File: src/rtl/mbx_pkg.sv
// Package: shared definitions for the mailbox address generator.
// Assumes the address is made of slot, mailbox select, direction and word fields.
package mbx_pkg;
    // Number of single-bit control fields between the slot and word fields
    localparam int MBX_CTRL_BITS = 2;

    // Transceiver direction encoding
    typedef enum logic {
        XDIR_TO_HOST = 1'b0,
        XDIR_TO_RAM  = 1'b1
    } xdir_e;
endpackage

File: src/rtl/mbx_strobe_edge.sv
// Module: detects the return-high edge of an active-low strobe.
// Assumes the strobe is synchronous to clk; 'rise' is combinational and valid
// at the clock edge that first samples the strobe high after a low sample.
module mbx_strobe_edge (
    input  logic clk,
    input  logic rst_n,
    input  logic strobe_n,
    output logic rise
);
    logic prev_q;

    // Remember the previous sampled level; idle level is high
    always_ff @(posedge clk) begin
        if (!rst_n) prev_q <= 1'b1;
        else        prev_q <= strobe_n;
    end

    // Low-to-high transition seen at this edge
    always_comb rise = strobe_n & ~prev_q;
endmodule

File: src/rtl/mbx_word_ctr.sv
// Module: mailbox word counter that supplies the low address bits.
// Assumes 'en' is the grant level; clear has precedence over a step.
module mbx_word_ctr #(
    parameter int WORD_W = 3
) (
    input  logic              clk,
    input  logic              rst_n,
    input  logic              en,
    input  logic              clr,
    input  logic              step,
    output logic [WORD_W-1:0] word
);
    // Count steps, clearing on slot start or while not granted
    always_ff @(posedge clk) begin
        if (!rst_n)          word <= '0;
        else if (!en || clr) word <= '0;
        else if (step)       word <= word + 1'b1;
    end

    // a step while granted moves the counter on by one, wrapping
    a_r2_step_by_one: assert property (@(posedge clk) disable iff (!rst_n)
        (en && !clr && step) |=> (word == WORD_W'($past(word) + 1'b1)));

    // a slot start leaves the counter at zero
    a_r4_clear: assert property (@(posedge clk) disable iff (!rst_n)
        clr |=> (word == '0));

    // no step means no change while granted
    a_r9_hold: assert property (@(posedge clk) disable iff (!rst_n)
        (en && !clr && !step) |=> $stable(word));

    // counter is zero after an edge without grant
    a_r8_idle_zero: assert property (@(posedge clk) disable iff (!rst_n)
        !en |=> (word == '0));
endmodule

File: src/rtl/mbx_addr_mux.sv
// Module: composes the generated address and selects between the supervisor
// path and the external path. Purely combinational.
// Assumes grant = 1 gives the external controller the RAM.
module mbx_addr_mux
    import mbx_pkg::*;
#(
    parameter int WORD_W = 3,
    parameter int SLOT_W = 3,
    localparam int AW = SLOT_W + MBX_CTRL_BITS + WORD_W
) (
    input  logic              grant,
    input  logic [SLOT_W-1:0] slot,
    input  logic              mbox_sel,
    input  logic              ext_wr_en,
    input  logic [WORD_W-1:0] word,
    input  logic              ext_rd_n,
    input  logic              ext_wr_n,
    input  logic [AW-1:0]     sup_addr,
    input  logic              sup_rd_n,
    input  logic              sup_wr_n,
    output logic [AW-1:0]     mem_addr,
    output logic              mem_rd_n,
    output logic              mem_wr_n,
    output logic              xcvr_dir
);
    logic [AW-1:0] gen_addr;

    // Build the external address: slot, mailbox, region, word (MSB to LSB)
    always_comb gen_addr = {slot, mbox_sel, ext_wr_en, word};

    // Route the owner's address and strobes to the RAM
    always_comb begin
        if (grant) begin
            mem_addr = gen_addr;
            mem_rd_n = ext_rd_n;
            mem_wr_n = ext_wr_n;
            xcvr_dir = ext_wr_en ? XDIR_TO_RAM : XDIR_TO_HOST;
        end else begin
            mem_addr = sup_addr;
            mem_rd_n = sup_rd_n;
            mem_wr_n = sup_wr_n;
            xcvr_dir = XDIR_TO_HOST;
        end
    end
endmodule

File: src/rtl/mbx_addr_gen.sv
// Module: top of the shared mailbox address generator.
// Assumes all strobes and the grant are synchronous to clk; the external
// read strobe steps the word counter on its return high.
module mbx_addr_gen
    import mbx_pkg::*;
#(
    parameter int WORD_W = 3,
    parameter int SLOT_W = 3,
    localparam int AW = SLOT_W + MBX_CTRL_BITS + WORD_W
) (
    input  logic              clk,
    input  logic              rst_n,
    input  logic              grant,
    input  logic              slot_start,
    input  logic [SLOT_W-1:0] slot,
    input  logic              mbox_sel,
    input  logic              ext_rd_n,
    input  logic              ext_wr_n,
    input  logic              ext_wr_en,
    input  logic [AW-1:0]     sup_addr,
    input  logic              sup_rd_n,
    input  logic              sup_wr_n,
    output logic [AW-1:0]     mem_addr,
    output logic              mem_rd_n,
    output logic              mem_wr_n,
    output logic              xcvr_dir
);
    logic              rd_rise;
    logic [WORD_W-1:0] word;

    mbx_strobe_edge u_edge (
        .clk      (clk),
        .rst_n    (rst_n),
        .strobe_n (ext_rd_n),
        .rise     (rd_rise)
    );

    mbx_word_ctr #(.WORD_W(WORD_W)) u_ctr (
        .clk   (clk),
        .rst_n (rst_n),
        .en    (grant),
        .clr   (slot_start),
        .step  (rd_rise),
        .word  (word)
    );

    mbx_addr_mux #(.WORD_W(WORD_W), .SLOT_W(SLOT_W)) u_mux (
        .grant     (grant),
        .slot      (slot),
        .mbox_sel  (mbox_sel),
        .ext_wr_en (ext_wr_en),
        .word      (word),
        .ext_rd_n  (ext_rd_n),
        .ext_wr_n  (ext_wr_n),
        .sup_addr  (sup_addr),
        .sup_rd_n  (sup_rd_n),
        .sup_wr_n  (sup_wr_n),
        .mem_addr  (mem_addr),
        .mem_rd_n  (mem_rd_n),
        .mem_wr_n  (mem_wr_n),
        .xcvr_dir  (xcvr_dir)
    );

    // granted address carries the counter in its low field
    a_r5_word_field: assert property (@(posedge clk) disable iff (!rst_n)
        grant |-> (mem_addr[WORD_W-1:0] == word));

    // without grant the RAM read strobe is the supervisor's
    a_r7_isolate: assert property (@(posedge clk) disable iff (!rst_n)
        !grant |-> (mem_rd_n == sup_rd_n && mem_wr_n == sup_wr_n));

    // transceiver never points at the RAM without grant
    a_r6_dir_idle: assert property (@(posedge clk) disable iff (!rst_n)
        !grant |-> (xcvr_dir == 1'b0));
endmodule

File: config.mk
export PLATFORM = sky130hd
export DESIGN_NAME = mbx_addr_gen
export DESIGN_NICKNAME = d
export VERILOG_FILES = /design/src/rtl/mbx_pkg.sv /design/src/rtl/mbx_strobe_edge.sv /design/src/rtl/mbx_word_ctr.sv /design/src/rtl/mbx_addr_mux.sv /design/src/rtl/mbx_addr_gen.sv
export SDC_FILE = /design/constraint.sdc
export NUM_CORES = 1
export LEC_CHECK = 0
export BUFFER_PORTS_ARGS = -buffer_cell sky130_fd_sc_hd__buf_2
export CORE_AREA = 4 4 41 43
export DETAILED_ROUTE_END_ITERATION = 7
export DIE_AREA = 0 0 45 47
export HOLD_SLACK_MARGIN = 0.02
export SLEW_MARGIN = 10
export SYNTH_ARGS = -nofsm -noshare
export SYNTH_HDL_FRONTEND = slang
export SYNTH_SLANG_ARGS = --single-unit
File: constraint.sdc
create_clock -name clk -period 1.3 [get_ports clk]
set_input_delay 0 -clock clk [delete_from_list [all_inputs] [get_ports clk]]
set_output_delay 0 -clock clk [all_outputs]
set_load 0.02 [all_outputs]
==> results of run 1 <==
==> registers in the layout (all words and copies together) (netlist names) <==
signal / flops
u_edge.prev_q: 1
u_ctr.word: 3
==> worst paths after layout <==
kind	start	endpoint	slack [ps]	depth (start not counted)
hold / removal	slot_start	u_ctr.word[0]$_SDFFE_PP0P_	60	3
hold reg to reg	u_ctr.word[1]$_SDFFE_PP0P_	u_ctr.word[1]$_SDFFE_PP0P_	530	2
setup / recovery	rst_n	u_edge.prev_q$_SDFF_PN1_	180	4
setup reg to reg	u_ctr.word[0]$_SDFFE_PP0P_	u_ctr.word[2]$_SDFFE_PP0P_	380	4
==> layout by cell type (no fill, tap or decap) <==
master and count:
clkbuf_4 3, nand2b_1 1, nand3b_1 1, and2_2 1, dfxtp_1 4, dlygate4sd3_1 2, xnor2_1 1, mux2i_1 1
nor2_1 3, mux2_2 2, ha_1 1, mux2_4 8, buf_2 31, and2b_1 1, nand3b_4 1, xor2_1 1
==> kinds of logic after synthesis <==
group,after synthesis
xor gates and xnor gates,2
adders and majority gates,1
buffers and inverters,1
DFF,4
muxes,11
and+or+nand+nor,8
==> power groups by stage <==
stage,clock [mW],sequential (mW),combinational (mW)
after floorplan,0,0.128,0.0890
after global placement,0,0.128,0.141
after detailed placement,0,0.128,0.141
after CTS,0.163,0.126,0.146
after global routing,0.173,0.126,0.155
final,0.154,0.126,0.144
==> area by class of cell <==
type	instances	area, um^2
Clock buffer	3	22.5
Fill cell	137	762
Multi-Input combinational cell	22	243
Sequential cell	4	80.1
Tap cell	15	18.8
Timing Repair Buffer	33	175
==> worst register-to-register path, delay by kind of cell (launching register included) <==
kind / cells / cell delay [ps]
flip-flops: 1 / 320
adder cells (fa/ha/maj): 1 / 200
AND/OR/NAND/NOR: 2 / 140
XOR/XNOR: 1 / 150
==> per-stage QoR <==
stage / util [%] / cell area, um^2 / std cells
4_1_cts: 41.4 / 539 / 77
5_1_grt: 41.4 / 539 / 77
3_3_place_gp: 38.2 / 497 / 72
3_5_place_dp: 38.2 / 497 / 72
2_1_floorplan: - / 334 / 27
6_report: 41.4 / 539 / 77
==> per-layer routing <==
layer / vias up / global-route usage, % / wire [um] / share of wire [%]
li1: 166 / - / - / -
met1: 144 / 6.82 / 266 / 34
met2: 28 / 13.0 / 322 / 41
met3: 0 / 6.90 / 200 / 25
met4: 0 / 3.51 / 0 / 0
met5: - / 0 / 0 / 0
==> timing repair <==
action | CTS | global route
endpoints found under the setup margin | 0 | 0
hold endpoints to repair | 1 | 0
hold buffers | 2 | 0
==> Implementation_results.wiki, run 1 <==
{| class="wikitable"
! Metric !! Value
|-
| Antenna-violating nets left || 0
|-
| Clock tree from TritonCTS || yes
|-
| Area enclosed by the die boundary || 2120 um^2
|-
| Net switching power of the design || 117 uW
|-
| Final wirelength || 790 um
|-
| Total number of vias || 338
|-
| Synthesis-to-layout area growth || 61.4%
|-
| Clock tree sinks || 4
|-
| Count of maximum capacitance violations || 0
|-
| # diodes || 0
|-
| Worst vdd ir || 0.573 mV
|-
| Initial antenna violation count || 0
|-
| Number of cells produced by synthesis || 27
|-
| Worst min path class || input port to flop
|-
| Number of warning messages in the yosys log || 0
|-
| Arrival time reported for the critical path endpoint || 1240 ps
|-
| Drt via density || 4.39
|-
| Most common cell in the netlist || mux2_4
|-
| Type of the worst setup path || input port to flop
|-
| Cell at the slowest stage of the critical path || dlygate4sd3_1
|-
| Worst Max-Slew Pin Slew || 357 ps
|-
| Endpoints failing setup || 0
|-
| Sequential area share after synthesis || 24.0%
|-
| All-Layer GR Usage || 7.90%
|-
| Placeable Area || 1300 um^2
|-
| Post-detailed-route wirelength per cell || 10.3 um
|-
| Primary flip-flop cell chosen by synthesis mapping || dfxtp_1
|-
| Power per cell area || 787 nW/um^2
|-
| Distinct cell type count after synthesis || 14
|-
| Pin count of the biggest net entering global routing || 13
|-
| Initial Utilization || 25.7%
|-
| Width of the die || 45 um
|-
| Biggest cell delay along the critical path || 540 ps
|-
| Total chip power || 425 uW
|-
| Routability congestion estimate from global placement || 0.666
|-
| Clock slew seen by the registers of the worst setup and hold paths || 40 ps
|-
| Detailed Route Iter0 Violations || 1
|-
| Number of detailed-route iterations in the first pass || 3
|-
| Cell seen most often among critical-path stages || dlygate4sd3_1
|-
| Share of the synthesized netlist area taken by xor and xnor gates || 5.24%
|-
| Maximum clock rate || 0.890 GHz
|-
| Post-Synth Adder-Cell Area || 3.75%
|-
| Capturing element type of the critical path || flop
|-
| Critical path cell sequence || dlygate4sd3_1, buf_2, nand2b_1, dlygate4sd3_1
|-
| Tcrit/Tclk final || 86.4%
|-
| Number of cells upsized or downsized after cts || 0
|-
| Number of nets in the synthesized netlist || 49
|-
| Slack of the critical path || 176 ps
|-
| Final-layout worst hold slack || 57.0 ps
|-
| Clock Skew || 2.83 ps
|-
| Period minus WS final || 1120 ps
|-
| Grt total ovfl || 0
|-
| Chip Height || 47 um
|-
| Slew headroom || 76.2%
|-
| Part of the power in combinational logic || 33.9%
|-
| Post-detailed-route DRC marker count || 0
|-
| Crit path buf inv count || 3
|-
| Status || completed
|-
| EDFF count, synth || 0
|-
| IO Port Bufs || 31
|-
| CP startpoint kind || input port
|-
| Clock group share of total power || 36.4%
|-
| Worst-path maximum fanout || 2
|-
| Critical path data required time || 1420 ps
|-
| Setup slack at placement || 381 ps
|-
| Fraction of the mapped netlist area in compound gates || 0%
|-
| Std-Cell Rows || 13
|-
| Proportion of register bits with asynchronous set or reset after synthesis || 0%
|-
| Nets || 86
|-
| Maximum count of clock buffers along a single path || 2
|-
| Leading post-synthesis cells by cell area || mux2_4 (36%), dfxtp_1 (24%), mux2_2 (6.7%)
|-
| Clock Latency Late Sink || 230 ps
|-
| First-pass GRT wire length || 1.17 mm
|-
| Synth top area share || 36.0%
|-
| Share of total power in sequential cells || 29.8%
|-
| Cell internal pwr || 307 uW
|-
| Vias in the first global route || 320
|-
| CTS H-tree lvls || 1
|-
| Library cell used as clock root buffer || clkbuf_4
|-
| Post-Syn Area per Cell || 12.4 um^2
|-
| Share of final-layout standard cells stronger than drive strength 1 || 74.2%
|-
| Setup repair after global routing missed its margin || false
|-
| Slew Viols, Final || 0
|-
| Setup Buffers After CTS || 0
|-
| Biggest area consumer among synthesized cells || mux2_4
|-
| Switch share || 27.6%
|-
| Main combinational cell family by area after synthesis || multiplexers
|-
| Number of top-level pins || 32
|-
| Mux share of post-synthesis cell area || 45.7%
|-
| Worst path top cell family by delay || buffers and inverters
|-
| Leakage power total || 0.301 nW
|-
| Simple-gate portion of the synthesized area || 18.0%
|-
| Final hold viol count || 0
|-
| Final sum of negative setup slack || 0 ps
|-
| Area of the mapped netlist || 334 um^2
|-
| Inserted Clock Buffers || 3
|-
| Leading post-synthesis cells by instance count || mux2_4 (8), dfxtp_1 (4), nor2_1 (3), mux2_2 (2)
|-
| Yosys reg bits || 4
|}
No activity file was read; power rests on OpenSTA's default activity.
==> inputs of run 2 (changes only) <==
Settings changed: CAP_MARGIN set to 40, MAX_ROUTING_LAYER set to met4.
==> run 2 against run 1 <==
Non-clock buffer count did not move; critical path type unchanged; clock power barely moved; largest power group unchanged; worst setup slack improved by 0.67 ps; combinational power barely moved; final cell count did not move.
==> Implementation_results.wiki, run 2 (synthesis results as in run 1) <==
{| class="wikitable"
! Metric !! Value
|-
| Status || completed
|-
| Synthesis-to-layout area growth || 61.4% (unchanged)
|-
| Count of maximum capacitance violations || 0 (unchanged)
|-
| Post-detailed-route wirelength per cell || 10.3 um (unchanged)
|-
| Clock tree from TritonCTS || yes
|-
| Worst min path class || input port to flop
|-
| Terminus of the critical flop-to-flop path || u_ctr.word[2]$_SDFFE_PP0P_
|-
| Share of final-layout standard cells stronger than drive strength 1 || 74.2% (unchanged)
|-
| Top metal layer carrying routed signals || met3
|-
| Total number of vias || 338 (unchanged)
|-
| Post-detailed-route DRC marker count || 0 (unchanged)
|-
| Placeable Area || 1300 um^2 (unchanged)
|-
| Worst-path maximum fanout || 2 (unchanged)
|-
| Number of detailed-route iterations in the first pass || 3 (unchanged)
|-
| Total non-filler cell area in the finished layout || 539 um^2 (unchanged)
|-
| Number of flip-flops under the largest register name || 3 (unchanged)
|-
| Critical path data required time || 1420 ps (about the same)
|-
| Hold-fix buffers at CTS || 2 (unchanged)
|-
| Power per cell area || 787 nW/um^2 (about the same)
|-
| Clock Latency Late Sink || 230 ps (about the same)
|-
| Largest registers || u_ctr.word: 3 flops, u_edge.prev_q: 1 flops
|-
| CP startpoint kind || input port
|-
| Leakage power total || 0.301 nW (unchanged)
|-
| CTS H-tree lvls || 1 (unchanged)
|-
| Library cell used as clock root buffer || clkbuf_4
|-
| Slew headroom || 76.2% (unchanged)
|-
| Final-layout worst hold slack || 56.9 ps (-0.102 ps)
|-
| Grt total ovfl || 0 (unchanged)
|-
| All-Layer GR Usage || 8.16% (+0.26 points)
|-
| Detailed Route Iter0 Violations || 1 (unchanged)
|-
| Clock Skew || 2.83 ps (+0.0000300 ps)
|-
| Capturing element type of the critical path || flop
|-
| Std-Cell Rows || 13 (unchanged)
|-
| Drt via density || 4.39 (unchanged)
|-
| Most flop-heavy register || u_ctr.word
|-
| Number of cells upsized or downsized after cts || 0 (unchanged)
|-
| Reg2reg path depth || 4 (unchanged)
|-
| First-pass GRT wire length || 1.17 mm (unchanged)
|-
| Initial antenna violation count || 0 (unchanged)
|-
| Worst Max-Slew Pin Slew || 357 ps (unchanged)
|-
| Placed standard-cell area || 497 um^2 (unchanged)
|-
| Most frequent cells in the layout || buf_2 (31), mux2_4 (8), dfxtp_1 (4)
|-
| Slack of the critical path || 177 ps (+0.674 ps)
|-
| Final wirelength || 790 um (unchanged)
|-
| Commonest non-fill, non-tap cell in the layout || buf_2
|-
| Setup Buffers After CTS || 0 (unchanged)
|-
| # diodes || 0 (unchanged)
|-
| Source of the critical timing path || rst_n
|-
| Total length of routed met2 wires || 322 um (unchanged)
|-
| Slew Viols, Final || 0 (unchanged)
|-
| Area enclosed by the die boundary || 2120 um^2 (unchanged)
|-
| Tcrit/Tclk final || 86.4% (about the same)
|-
| Maximum count of clock buffers along a single path || 2 (unchanged)
|-
| Type of the worst setup path || input port to flop
|-
| Routed met3 length || 194 um (-3.0%)
|-
| Width of the die || 45 um (unchanged)
|-
| Pin count of the biggest net entering global routing || 13 (unchanged)
|-
| Clock slew seen by the registers of the worst setup and hold paths || 40 ps (about the same)
|-
| Vias in the first global route || 320 (unchanged)
|-
| Final sum of negative setup slack || 0 ps (unchanged)
|-
| Chip Height || 47 um (unchanged)
|-
| Setup repair after global routing missed its margin || false
|-
| Worst r2r src || u_ctr.word[0]$_SDFFE_PP0P_
|-
| Arrival time reported for the critical path endpoint || 1240 ps (about the same)
|-
| Maximum clock rate || 0.890 GHz (about the same)
|-
| IO Port Bufs || 31 (unchanged)
|-
| R2R setup slack || 380 ps (about the same)
|-
| Routability congestion estimate from global placement || 0.672 (+0.96%)
|-
| Setup slack at placement || 381 ps (unchanged)
|-
| Antenna-violating nets left || 0 (unchanged)
|-
| CP endpoint || u_edge.prev_q$_SDFF_PN1_
|-
| Final hold viol count || 0 (unchanged)
|-
| Met1 Wirelength || 273 um (+2.6%)
|-
| Worst vdd ir || 0.573 mV (about the same)
|-
| Count of filler cells inserted in the layout || 137 (unchanged)
|-
| Period minus WS final || 1120 ps (-0.674 ps)
|-
| Endpoints failing setup || 0 (unchanged)
|-
| Inserted Clock Buffers || 3 (unchanged)
|-
| Nets || 86 (unchanged)
|-
| Initial Utilization || 25.7% (unchanged)
|-
| Number of top-level pins || 32 (unchanged)
|-
| Clock tree sinks || 4 (unchanged)
|}
[run 2: power breakdown]
part	switching, mW	total [mW]	internal [mW]
Sequential	0.000957	0.126	0.125
Clock	0.0511	0.154	0.103
Combinational	0.0650	0.144	0.0787
[run 2: critical path, stage by stage]
cell and delay [ps]:
dlygate4sd3_1 520, buf_2 130, nand2b_1 50, dlygate4sd3_1 540
[run 2: stage by stage]
| stage | utilization [%] | power, mW | std cells |
|---|---|---|---|
| 2_1_floorplan | - | 0.217 | 27 |
| 3_3_place_gp | 38.2 | 0.269 | 72 |
| 3_5_place_dp | 38.2 | 0.269 | 72 |
| 4_1_cts | 41.4 | 0.435 | 77 |
| 5_1_grt | 41.4 | 0.455 | 77 |
| 6_report | 41.4 | 0.425 | 77 |
[run 2: worst min-delay path by stage]
| stage | to | start | slack [ps] | depth (start not counted) |
|---|---|---|---|---|
| finish | u_ctr.word[0]$_SDFFE_PP0P_ | slot_start | 60 | 3 |
| global route | u_ctr.word[0]$_SDFFE_PP0P_ | slot_start | 60 | 3 |
| global placement | u_edge.prev_q$_SDFF_PN1_ | rst_n | 210 | 2 |
| CTS | u_ctr.word[0]$_SDFFE_PP0P_ | slot_start | 50 | 3 |
| detailed placement | u_edge.prev_q$_SDFF_PN1_ | rst_n | 210 | 2 |
| floorplan | u_edge.prev_q$_SDFF_PN1_ | rst_n | 70 | 1 |
[run 2: layout make-up]
cell class / count / area [um^2] / share of cell area (%)
multi-input cells: 22 / 243 / 45.0
well taps: 15 / 18.8 / 3.48
flip-flops and latches: 4 / 80.1 / 14.8
clock buffers: 3 / 22.5 / 4.18
repair buffers: 33 / 175 / 32.5
[run 2: layer usage]
layer  up-vias  track usage (%)
met5         -                -
met4         0             3.51
met3         0             6.51
met2        28             13.0
met1       144             7.05
li1        166                -
==> inputs of run 3 (changes only) <==
Settings changed: PLACE_DENSITY set to 0.63.
==> run 3 against run 2 <==
Sequential power about the same; total power increased by 1.1%; highest routed layer is now met4; fmax increased by 0.78%; clock power increased by 3%; combinational power about the same; global-route usage increased by 0.17 points; first-iteration DRC count decreased by 100%; sequential share of layout area unchanged; design area unchanged; flip-flop and latch count unchanged; die area unchanged.
==> Implementation_results.wiki, run 3 (synthesis results as in run 1) <==
{| class="wikitable"
! Metric !! Value
|-
| Clock tree from TritonCTS || yes
|-
| Maximum count of clock buffers along a single path || 2 (unchanged)
|-
| # diodes || 0 (unchanged)
|-
| Worst min path class || input port to flop
|-
| Count of filler cells inserted in the layout || 137 (unchanged)
|-
| CP startpoint kind || input port
|-
| First-pass GRT wire length || 1.17 mm (unchanged)
|-
| All-Layer GR Usage || 8.33% (+0.17 points)
|-
| Share of final-layout standard cells stronger than drive strength 1 || 74.2% (unchanged)
|-
| Most flop-heavy register || u_ctr.word
|-
| Leakage power total || 0.301 nW (unchanged)
|-
| Synthesis-to-layout area growth || 61.4% (unchanged)
|-
| Chip Height || 47 um (unchanged)
|-
| Width of the die || 45 um (unchanged)
|-
| Status || completed
|-
| Post-detailed-route wirelength per cell || 11.1 um (+7.7%)
|-
| Clock slew seen by the registers of the worst setup and hold paths || 40 ps (about the same)
|-
| Nets || 86 (unchanged)
|-
| IO Port Bufs || 31 (unchanged)
|-
| Worst-path maximum fanout || 2 (unchanged)
|-
| Placed standard-cell area || 497 um^2 (unchanged)
|-
| Area enclosed by the die boundary || 2120 um^2 (unchanged)
|-
| Largest registers || u_ctr.word: 3 flops, u_edge.prev_q: 1 flops
|-
| Power per cell area || 796 nW/um^2 (+1.1%)
|-
| Cell internal pwr || 308 uW (about the same)
|-
| Clock Skew || 2.89 ps (+0.0617 ps)
|-
| Slew headroom || 76.9% (+0.68 points)
|-
| Share of total power in sequential cells || 29.5% (-0.3 points)
|-
| Final wirelength || 851 um (+7.7%)
|-
| Detailed Route Iter0 Violations || 0 (-1)
|-
| Setup repair after global routing missed its margin || false
|-
| Critical path data required time || 1420 ps (about the same)
|-
| Clock group share of total power || 36.8% (+0.4 points)
|-
| Critical path cell sequence || dlygate4sd3_1, buf_2, nand2b_1, dlygate4sd3_1
|-
| Commonest non-fill, non-tap cell in the layout || buf_2
|-
| Biggest cell delay along the critical path || 540 ps (about the same)
|-
| Post-detailed-route DRC marker count || 0 (unchanged)
|-
| Final hold viol count || 0 (unchanged)
|-
| Vias in the first global route || 336 (+5.0%)
|-
| Grt total ovfl || 0 (unchanged)
|-
| Std-Cell Rows || 13 (unchanged)
|-
| Worst Max-Slew Pin Slew || 347 ps (-10.2 ps)
|-
| Crit path buf inv count || 3 (unchanged)
|-
| Cell seen most often among critical-path stages || dlygate4sd3_1
|-
| Setup Buffers After CTS || 0 (unchanged)
|-
| Total non-filler cell area in the finished layout || 539 um^2 (unchanged)
|-
| Total number of vias || 349 (+3.3%)
|-
| Number of top-level pins || 32 (unchanged)
|-
| Arrival time reported for the critical path endpoint || 1230 ps (about the same)
|-
| Endpoints failing setup || 0 (unchanged)
|-
| Pin count of the biggest net entering global routing || 13 (unchanged)
|-
| Tcrit/Tclk final || 85.7% (-0.67 points)
|-
| Worst vdd ir || 0.370 mV (-35%)
|-
| Initial Utilization || 25.7% (unchanged)
|-
| Part of the power in combinational logic || 33.8% (about the same)
|-
| Clock Latency Late Sink || 240 ps (about the same)
|-
| Initial antenna violation count || 0 (unchanged)
|-
| Routability congestion estimate from global placement || 0.734 (+9.2%)
|-
| Antenna-violating nets left || 0 (unchanged)
|-
| Drt via density || 4.53 (+3.3%)
|-
| Number of detailed-route iterations in the first pass || 1 (-2)
|-
| Final sum of negative setup slack || 0 ps (unchanged)
|-
| Capturing element type of the critical path || flop
|-
| Net switching power of the design || 121 uW (+3.6%)
|-
| Number of flip-flops under the largest register name || 3 (unchanged)
|-
| Count of maximum capacitance violations || 0 (unchanged)
|-
| Type of the worst setup path || input port to flop
|-
| Library cell used as clock root buffer || clkbuf_4
|-
| Number of cells upsized or downsized after cts || 0 (unchanged)
|-
| Placeable Area || 1300 um^2 (unchanged)
|-
| Inserted Clock Buffers || 3 (unchanged)
|-
| Worst path top cell family by delay || buffers and inverters
|-
| Clock tree sinks || 4 (unchanged)
|-
| Maximum clock rate || 0.897 GHz (+0.78%)
|-
| Post-detail-place hpwl || 723 um
|-
| Switch share || 28.3% (+0.71 points)
|-
| Slew Viols, Final || 0 (unchanged)
|-
| Cell at the slowest stage of the critical path || dlygate4sd3_1
|-
| CTS H-tree lvls || 1 (unchanged)
|-
| Most frequent cells in the layout || buf_2 (31), mux2_4 (8), dfxtp_1 (4)
|-
| Period minus WS final || 1110 ps (-8.65 ps)
|}
==> run 3: worst paths after layout <==
path,from,end,slack [ps],cells past startpoint
max reg2reg,u_ctr.word[0]$_SDFFE_PP0P_,u_ctr.word[2]$_SDFFE_PP0P_,390,4
min reg2reg,u_ctr.word[2]$_SDFFE_PP0P_,u_ctr.word[2]$_SDFFE_PP0P_,510,2
min,slot_start,u_ctr.word[2]$_SDFFE_PP0P_,50,3
max,rst_n,u_edge.prev_q$_SDFF_PN1_,190,4
==> run 3: layout make-up <==
cell class	count	area, um^2	area share [%]
sequential	4	80.1	14.8
multi-input combinational	22	243	45.0
tap	15	18.8	3.48
clock buffer	3	22.5	4.18
timing repair buffer	33	175	32.5
==> run 3: per-stage QoR <==
stage	utilization (%)	instances	hold WS (ps)	setup slack (ps)	total power, mW
final	41.4	77	45.3	186	0.429
after global routing	41.4	77	63.4	153	0.448
after CTS	41.4	77	45.8	191	0.439
after detailed placement	38.2	72	212	381	0.271
after global placement	38.2	72	210	408	0.269
after floorplan	-	27	73.0	429	0.217
==> run 3: metal layers <==
layer	wire [um]	share of wire, %	track usage (%)	vias to the layer above
met5	0	0	-	-
met4	22	2.6	7.02	0
li1	-	-	-	164
met2	363	43	14.7	32
met1	278	33	6.38	150
met3	186	22	3.83	3
==> run 3: power by group through the flow <==
stage               clock network [mW]  logic [mW]  registers, mW
CTS                              0.165       0.147          0.127
floorplan                            0      0.0890          0.128
detailed placement                   0       0.142          0.129
global route                     0.168       0.154          0.127
finish                           0.158       0.145          0.127
global placement                     0       0.141          0.128
==> run 3: repair_timing <==
action                                 CTS  global route
endpoints found under the hold margin    1             0
setup endpoints to repair                0             0
hold buffers                             2             0
==> run 3: worst min-delay path: stages <==
cell and delay [ps]:
buf_2 70, nand3b_4 120, nor2_1 40
